--- config.mk ---
export PLATFORM = sky130hd
export DESIGN_NAME = irq_bank
export DESIGN_NICKNAME = d
export VERILOG_FILES = /design/src/rtl/irq_bank_pkg.sv /design/src/rtl/irq_rst_sync.sv /design/src/rtl/irq_mask_reg.sv /design/src/rtl/irq_cond_view.sv /design/src/rtl/irq_read_port.sv /design/src/rtl/irq_bank.sv
export SDC_FILE = /design/constraint.sdc
export NUM_CORES = 1
export LEC_CHECK = 0
export BUFFER_PORTS_ARGS = -buffer_cell sky130_fd_sc_hd__buf_2
export CAP_MARGIN = 5
export CELL_PAD_IN_SITES_DETAIL_PLACEMENT = 1
export CELL_PAD_IN_SITES_GLOBAL_PLACEMENT = 1
export CORE_UTILIZATION = 32
export DETAILED_ROUTE_END_ITERATION = 6
export PLACE_DENSITY = 0.8
export SLEW_MARGIN = 20
export SYNTH_ARGS = -nofsm -noshare
export SYNTH_HDL_FRONTEND = slang
export SYNTH_SLANG_ARGS = --single-unit
--- constraint.sdc ---
create_clock -name clk -period 4.29 [get_ports clk]
set_input_delay 0.6435 -clock clk [delete_from_list [all_inputs] [get_ports clk]]
set_output_delay 0.6435 -clock clk [all_outputs]
set_load 0.02 [all_outputs]
--- src/rtl/irq_bank_pkg.sv ---
package irq_bank_pkg;

  typedef enum logic [1:0] {
    MOP_NONE = 2'd0,
    MOP_LOAD = 2'd1,
    MOP_SET  = 2'd2,
    MOP_CLR  = 2'd3
  } mask_op_e;

  typedef enum logic [1:0] {
    RSEL_ZERO   = 2'd0,
    RSEL_MASK   = 2'd1,
    RSEL_RAW    = 2'd2,
    RSEL_MASKED = 2'd3
  } read_sel_e;

endpackage

--- src/rtl/irq_rst_sync.sv ---
module irq_rst_sync #(
  parameter int STAGES = 2
) (
  input  logic clk,
  input  logic arst_n,
  output logic rst_n_o
);

  logic [STAGES-1:0] sync_q;

  always_ff @(posedge clk or negedge arst_n) begin
    if (!arst_n) begin
      sync_q <= '0;
    end else begin
      sync_q <= {sync_q[STAGES-2:0], 1'b1};
    end
  end

  assign rst_n_o = sync_q[STAGES-1];

endmodule

--- src/rtl/irq_mask_reg.sv ---
module irq_mask_reg
  import irq_bank_pkg::*;
#(
  parameter int DATA_W    = 64,
  parameter int SRC_N     = 16,
  parameter int FIELD_LSB = 32
) (
  input  logic              clk,
  input  logic              rst_n,
  input  mask_op_e          op,
  input  logic [DATA_W-1:0] wdata,
  output logic [DATA_W-1:0] mask_o
);

  localparam logic [DATA_W-1:0] FIELD_MASK =
    {{(DATA_W-SRC_N){1'b0}}, {SRC_N{1'b1}}} << FIELD_LSB;

  logic [DATA_W-1:0] mask_q;
  logic [DATA_W-1:0] mask_d;
  logic              mask_en;

  always_comb begin
    mask_en = 1'b1;
    mask_d  = mask_q;
    unique case (op)
      MOP_LOAD: mask_d = wdata & FIELD_MASK;
      MOP_SET:  mask_d = (mask_q | wdata) & FIELD_MASK;
      MOP_CLR:  mask_d = mask_q & wdata & FIELD_MASK;
      default:  mask_en = 1'b0;
    endcase
  end

  always_ff @(posedge clk or negedge rst_n) begin
    if (!rst_n) begin
      mask_q <= '0;
    end else if (mask_en) begin
      mask_q <= mask_d;
    end
  end

  assign mask_o = mask_q;

endmodule

--- src/rtl/irq_cond_view.sv ---
module irq_cond_view #(
  parameter int DATA_W    = 64,
  parameter int SRC_N     = 16,
  parameter int FIELD_LSB = 32
) (
  input  logic              clk,
  input  logic              rst_n,
  input  logic [SRC_N-1:0]  src_lvl,
  input  logic [DATA_W-1:0] mask,
  output logic [DATA_W-1:0] raw_o,
  output logic [DATA_W-1:0] masked_o,
  output logic              irq_o
);

  logic [SRC_N-1:0]  lvl_q;
  logic [DATA_W-1:0] raw_word;

  always_ff @(posedge clk or negedge rst_n) begin
    if (!rst_n) begin
      lvl_q <= '0;
    end else begin
      lvl_q <= src_lvl;
    end
  end

  // source 0 lands on the highest bit of the field
  always_comb begin
    raw_word = '0;
    for (int i = 0; i < SRC_N; i++) begin
      raw_word[FIELD_LSB + SRC_N - 1 - i] = lvl_q[i];
    end
  end

  assign raw_o    = raw_word;
  assign masked_o = raw_word & mask;
  assign irq_o    = |masked_o;

endmodule

--- src/rtl/irq_read_port.sv ---
module irq_read_port
  import irq_bank_pkg::*;
#(
  parameter int DATA_W = 64
) (
  input  logic              clk,
  input  logic              rst_n,
  input  logic              rd_en,
  input  read_sel_e         sel,
  input  logic [DATA_W-1:0] mask,
  input  logic [DATA_W-1:0] raw,
  input  logic [DATA_W-1:0] masked,
  output logic [DATA_W-1:0] rdata_o
);

  logic [DATA_W-1:0] rdata_q;
  logic [DATA_W-1:0] rdata_d;

  always_comb begin
    unique case (sel)
      RSEL_MASK:   rdata_d = mask;
      RSEL_RAW:    rdata_d = raw;
      RSEL_MASKED: rdata_d = masked;
      default:     rdata_d = '0;
    endcase
  end

  always_ff @(posedge clk or negedge rst_n) begin
    if (!rst_n) begin
      rdata_q <= '0;
    end else if (rd_en) begin
      rdata_q <= rdata_d;
    end
  end

  assign rdata_o = rdata_q;

endmodule

--- src/rtl/irq_bank.sv ---
module irq_bank
  import irq_bank_pkg::*;
#(
  parameter int                DATA_W     = 64,
  parameter int                ADDR_W     = 4,
  parameter int                SRC_N      = 16,
  parameter int                FIELD_LSB  = 32,
  parameter logic [ADDR_W-1:0] OFF_MASK   = 4'h8,
  parameter logic [ADDR_W-1:0] OFF_RAW    = 4'h9,
  parameter logic [ADDR_W-1:0] OFF_MASKED = 4'hA
) (
  input  logic              clk,
  input  logic              rst_n,
  input  logic [ADDR_W-1:0] reg_addr,
  input  logic              reg_wr,
  input  logic              reg_rd,
  input  logic [DATA_W-1:0] reg_wdata,
  output logic [DATA_W-1:0] reg_rdata,
  input  logic [SRC_N-1:0]  src_lvl,
  output logic              irq_o
);

  logic              rst_sync_n;
  logic [DATA_W-1:0] mask_q;
  logic [DATA_W-1:0] raw_w;
  logic [DATA_W-1:0] masked_w;
  mask_op_e          mask_op;
  read_sel_e         rd_sel;

  irq_rst_sync #(.STAGES(2)) u_rst (
    .clk     (clk),
    .arst_n  (rst_n),
    .rst_n_o (rst_sync_n)
  );

  // a shared offset selects a mask update on writes, a condition view on reads
  always_comb begin
    mask_op = MOP_NONE;
    if (reg_wr) begin
      if (reg_addr == OFF_MASK)        mask_op = MOP_LOAD;
      else if (reg_addr == OFF_RAW)    mask_op = MOP_SET;
      else if (reg_addr == OFF_MASKED) mask_op = MOP_CLR;
    end
  end

  always_comb begin
    if (reg_addr == OFF_MASK)        rd_sel = RSEL_MASK;
    else if (reg_addr == OFF_RAW)    rd_sel = RSEL_RAW;
    else if (reg_addr == OFF_MASKED) rd_sel = RSEL_MASKED;
    else                             rd_sel = RSEL_ZERO;
  end

  irq_mask_reg #(
    .DATA_W(DATA_W), .SRC_N(SRC_N), .FIELD_LSB(FIELD_LSB)
  ) u_mask (
    .clk    (clk),
    .rst_n  (rst_sync_n),
    .op     (mask_op),
    .wdata  (reg_wdata),
    .mask_o (mask_q)
  );

  irq_cond_view #(
    .DATA_W(DATA_W), .SRC_N(SRC_N), .FIELD_LSB(FIELD_LSB)
  ) u_cond (
    .clk      (clk),
    .rst_n    (rst_sync_n),
    .src_lvl  (src_lvl),
    .mask     (mask_q),
    .raw_o    (raw_w),
    .masked_o (masked_w),
    .irq_o    (irq_o)
  );

  irq_read_port #(.DATA_W(DATA_W)) u_rd (
    .clk     (clk),
    .rst_n   (rst_sync_n),
    .rd_en   (reg_rd),
    .sel     (rd_sel),
    .mask    (mask_q),
    .raw     (raw_w),
    .masked  (masked_w),
    .rdata_o (reg_rdata)
  );

endmodule

Word-level counts from Yosys, hierarchy flattened

Cells that the tools add are included.

Flip-flop bits (word level): 146
Bits in latches: 0
Memory bits (writable): 0
Bits in read-only memories: 0
Bits of input ports: 88
Output and inout bits: 65
Word-level logic and storage cells: 27
Memories: 0

Add/sub/neg operators: 0
$mul: 0
Divide/modulo/power cells: 0
$lt $le $gt $ge: 0
Equal/unequal tests: 9
Shifts and indexed selects: 0
Mux-type cells: 7
Bitwise gates (word level): 3
Reductions and logical operators: 4

Operators by type and width:

| operator           | number |
|---|---|
| $pmux 64 s3        | 2 |
| $and 48x64->64     | 1 |
| $reduce_or 64->1   | 1 |
| $and 48x48->48     | 1 |
| $or 48x48->48      | 1 |
| $eq 4x4->1 const B | 3 |
| $eq 2x2->1 const B | 4 |
| $mux 2             | 4 |
| $eq 2x1->1 const B | 2 |
| $reduce_bool 3->1  | 1 |
| $reduce_or 3->1    | 1 |
| $reduce_and 2->1   | 1 |
| $mux 1             | 1 |

Logic depth before layout (Yosys ltp)

Depth after elaboration: 9
Gate-level depth with buffers: 6
Mapped depth without buffers: 3

By module

From an unflattened synthesis, not the netlist that was laid out.

Cell total of the unflattened synthesis: 623
Area total of the unflattened synthesis: 6618.8 um2

By module, submodules not included:

| module        | instances | cells an instance | area an instance (um2) | sequential area each (um2) |
|---|---|---|---|---|
| irq_read_port | 1         | 362               | 4160.2                 | 1601.5 |
| irq_cond_view | 1         | 134               | 1265.0                 | 400.4 |
| irq_mask_reg  | 1         | 118               | 1089.8                 | 400.4 |
| irq_rst_sync  | 1         | 3                 | 53.8                   | 50.0 |
| irq_bank      | 1         | 6                 | 50.0                   | 0.0 |

Worst setup path before layout

No wires, ideal clock.

Path kind: flip-flop to output port
Start point: register u_mask.mask_q[40] (netlist: u_mask.mask_o[40])
End point: output port irq_o
Arrival: 1.045 ns
Data required time: 3.647 ns
Path slack: 2.602 ns
Cell stages (with the launch flop): 4
Path buffers: 0
Path through: dfrtp_1 > a22o_1 > a221oi_1 > nand4_1

Word-level cells in the longest chain between the ends: 2

RTL lines:

| item                   | RTL line            | text |
|---|---|---|
| start, declared        | irq_mask_reg.sv:18  | `logic [DATA_W-1:0] mask_q;` |
| start signal, assigned | irq_mask_reg.sv:37  | `mask_q <= mask_d;` |
| $and 48x64->64         | irq_cond_view.sv:35 | `assign masked_o = raw_word & mask;` |
| $reduce_or 64->1       | irq_cond_view.sv:36 | `assign irq_o = \|masked_o;` |
| end, declared          | irq_bank.sv:20      | `output logic irq_o` |

No other way between the ends.

Final worst setup path

Same ends and word-level chain as after synthesis.

==> results.txt <==
----------------------------------------------------
[Synth]
  Combined area of all synthesized cells ... about 2400 um2
  Cell types with the highest counts after synthesis ... sky130_fd_sc_hd__dfrtp_1, sky130_fd_sc_hd__buf_4, sky130_fd_sc_hd__nor2_1
  Post-synth EDFFs ... 0
  Flop and latch count out of synthesis ... 50
  Syn Area/Cell ... 10.0 um2
  Sequential share of the synthesized area ... ~52%
  Largest area contributor in the synthesized netlist ... sky130_fd_sc_hd__dfrtp_1
  Most used flip-flop cell after synthesis ... sky130_fd_sc_hd__dfrtp_1
  Async S/R FF share, synth ... 100%
  Count of mapped cells out of synthesis ... roughly 240
  Area contributors post-synth ... sky130_fd_sc_hd__dfrtp_1, sky130_fd_sc_hd__buf_4, sky130_fd_sc_hd__a32oi_1
  Post-synth cell types ... 23
  Warning count from the yosys run ... 0
  Proportion of netlist area held by the largest area contributor ... 52.4%
  Most used standard cell by instance count after synthesis ... sky130_fd_sc_hd__dfrtp_1

[Job]
  Number of max-capacitance violations reported ... 0

[Critical path]
  Start-to-end type of the worst setup path ... flip-flop to output pin
  R2r setup slk ... 3.23 ns
  Worst setup path endpoint ... irq_o
  Cell with the largest stage delay on the worst path ... sky130_fd_sc_hd__dfrtp_1
  Critical path data required time ... 3.65 ns
  Capture point of the worst reg-to-reg path ... u_rd.rdata_o[36]$_DFFE_PN0P_
  Total stage count of the critical path ... 4
  Type of destination of the critical path ... output pin
  Source of the worst register-to-register timing path ... u_cond.lvl_q[11]$_DFF_PN0_
  WP buf/inv ... 1
  Arrival time at the worst endpoint ... 1.59 ns
  Critical path startpoint ... u_mask.mask_o[40]$_DFFE_PN0P_
  Delay of the slowest cell on the worst path ... 0.42 ns
  Worst Reg-to-Reg Cells ... 3
  Maximum fanout count along the critical path ... 4
  CP delay by family, top ... compound AO/OA/AOI/OAI gates
  Critical path cell sequence ... a22o_1, a221oi_1, nand4_1, buf_2
  Critical Path Source Type ... flip-flop

[Clock tree]
  Clock transition at the register clock pins on the worst setup and hold paths after CTS ... around 0.090 ns
  Clock Path Buffers ... 2
  Post-cts repair resize count ... 0
  Num CTS Buffers ... 5
  Clock tree from TritonCTS ... done
  Number of clock sinks seen by CTS ... 50
  Number of buffers inserted by hold repair at cts ... 0
  Buffers inserted by post-CTS timing repair ... 0
  Clock latency of the later-clocked register in the worst-skew pair ... 0.30 ns
  Number of H-tree levels ... 2
  Root buffer cell ... sky130_fd_sc_hd__clkbuf_8

[Global route]
  Total global-route track usage ... around 15%
  Total congestion overflow ... 0
  Maximum number of pins on one net before global-route repair ... 49
  Antenna violations before repair ... 0
  First-pass GRT wire length ... 9020 um
  Vias in the first global route ... roughly 1,800

[STA]
  Timing-limited maximum frequency ... about 0.45 GHz
  Setup repair after global routing missed its margin ... no
  Max Slew Vio Count ... 0
  Final number of setup-violating endpoints ... 0
  Post-Route Skew ... 0.0110 ns
  Worst max-slew margin expressed relative to the limit ... 42.6%
  Final clock period utilization by the worst path ... 52.1%
  Setup total negative slack ... 0 ns
  Final hold violation count ... 0
  Fin crit period ... 2.24 ns
  Transition time at the pin with the least slew margin ... 0.855 ns

[Route]
  Wire length per cell after detailed routing ... 14.5 um
  Detailed-route wire length ... 5650 um
  Antenna violation net count after detailed routing ... 0
  Drt via density ... between 4 and 5
  Total vias in the final route ... 1,765
  First-iteration detailed-routing DRC count ... 51
  Number of detailed-routing iterations run before antenna repair ... 4
  Remaining DRCs ... 0

[Finish]
  Diode count ... 0
  Post-layout util ... 37.2%
  Sequential cell area ... 1250 um2
  NumNets Final ... 378
  Area of combinational cells with multiple inputs ... 901 um2
  Number of filler cells placed in the layout ... 860
  Share of final-layout standard cells stronger than drive strength 1 ... 24.1%
  Layout-stage area growth over the synthesis result ... 12.8%

[Die]
  Initial core utilization ... about a third
  Placeable Area ... 7250 um2
  Standard-cell row count ... 31
  Die height ... 88.4 um
  Die width ... 88.4 um
  Boundary Pins ... 153
  Die area ... 7820 um2

[Pwr]
  Clock network power share ... 34.7%
  Switching power share of the total ... 26.7%
  Total power per unit cell area ... between 300 and 400 nW/um2
  Part of the total power dissipated in sequential elements ... 52.6%
  Design internal power ... roughly 720 uW
  Maximum ir drop on the vdd rail ... 0.000174 V
  Switching power of the nets ... 263 uW
  Leakage power ... roughly 0.0013 uW
  Power share of the combinational group ... about an eighth

[Placement]
  HPWL after DPL ... 3970 um
  Global placement routability congestion ... 0.747
  Number of input and output port buffers inserted ... 56

[Worst hold path]
  Class of the tightest hold or removal check ... input pin to asynchronous set/reset pin

[Run status]
  Status ... complete, no violations

----------------------------------------------------
[power groups by stage]
stage | clock [uW] | combinational, uW | sequential (uW)
4_1_cts | 350 | 127 | 518
6_report | 341 | 126 | 518
3_3_place_gp | 0 | 122 | 526
2_1_floorplan | 0 | 115 | 526
3_5_place_dp | 0 | 126 | 527
5_1_grt | 370 | 140 | 523
[logic make-up after synthesis]
group | count (synthesis) | synth area share (%)
compound gates | 56 | 15.7
buf+inv | 61 | 17.9
flops | 50 | 52.4
simple gates | 69 | 13.8
other cells | 2 | 0.314
[state kept, by name, indices dropped and copies added, names as in the netlist]
register	cells
u_mask.mask_o	16
u_rst.sync_q	2
u_rd.rdata_o	16
u_cond.lvl_q	16
[per-stage QoR]
| step | setup WS (ns) | hold slack, ns | power [uW] | cell area (um2) | std cells |
|---|---|---|---|---|---|
| 2_1_floorplan | 2.60 | 0.331 | 641 | 2570 | 285 |
| 3_3_place_gp | 2.05 | 0.337 | 648 | 2580 | 382 |
| 3_5_place_dp | 1.92 | 0.343 | 654 | 2580 | 382 |
| 4_1_cts | 2.02 | 0.0983 | 995 | 2690 | 390 |
| 5_1_grt | 1.95 | 0.0912 | 1030 | 2700 | 390 |
| 6_report | 2.05 | 0.106 | 984 | 2700 | 390 |
[layer usage]
layer / vias up / part of all wire, % / GRT usage, %
met3: 6 / 6.1 / 3.26
met1: 856 / 44 / 19.8
met2: 81 / 49 / 26.0
li1: 822 / - / -
met5: - / 0 / 0
met4: 0 / 1.1 / 4.69
[layout by cell type (no fill, tap or decap), types with 2 or more instances in the layout]
master	n
sky130_fd_sc_hd__nand2_1	16
sky130_fd_sc_hd__nand2b_1	14
sky130_fd_sc_hd__a221oi_1	4
sky130_fd_sc_hd__clkbuf_8	6
sky130_fd_sc_hd__a21oi_1	16
sky130_fd_sc_hd__o21ai_0	6
sky130_fd_sc_hd__buf_2	56
sky130_fd_sc_hd__nor4bb_2	2
sky130_fd_sc_hd__buf_4	2
sky130_fd_sc_hd__a32oi_1	16
sky130_fd_sc_hd__nor2_1	32
sky130_fd_sc_hd__o21ai_1	9
sky130_fd_sc_hd__conb_1	49
sky130_fd_sc_hd__or2b_1	2
sky130_fd_sc_hd__a22o_1	4
sky130_fd_sc_hd__dfrtp_1	49
[area by class of cell]
cell class / count / area share [%]
sequential: 50 / 46.6
multi-input combinational: 174 / 33.4
timing repair buffer: 58 / 11.0
tap: 99 / 4.60
clock buffer: 7 / 3.20
clock inverter: 1 / 1.11
inverter: 1 / 0.139
[how the worst min path moves through the flow]
stage	cells after the start	end	slack, ns
floorplan	0	u_rst.sync_q[1]$_DFF_PN0_	0.33
detailed placement	0	u_rst.sync_q[1]$_DFF_PN0_	0.34
finish	1	u_rst.sync_q[1]$_DFF_PN0_	0.11
global route	1	u_rst.sync_q[1]$_DFF_PN0_	0.09
global placement	0	u_rst.sync_q[1]$_DFF_PN0_	0.34
CTS	1	u_rst.sync_q[1]$_DFF_PN0_	0.1
(Power assumes the default switching activity.)
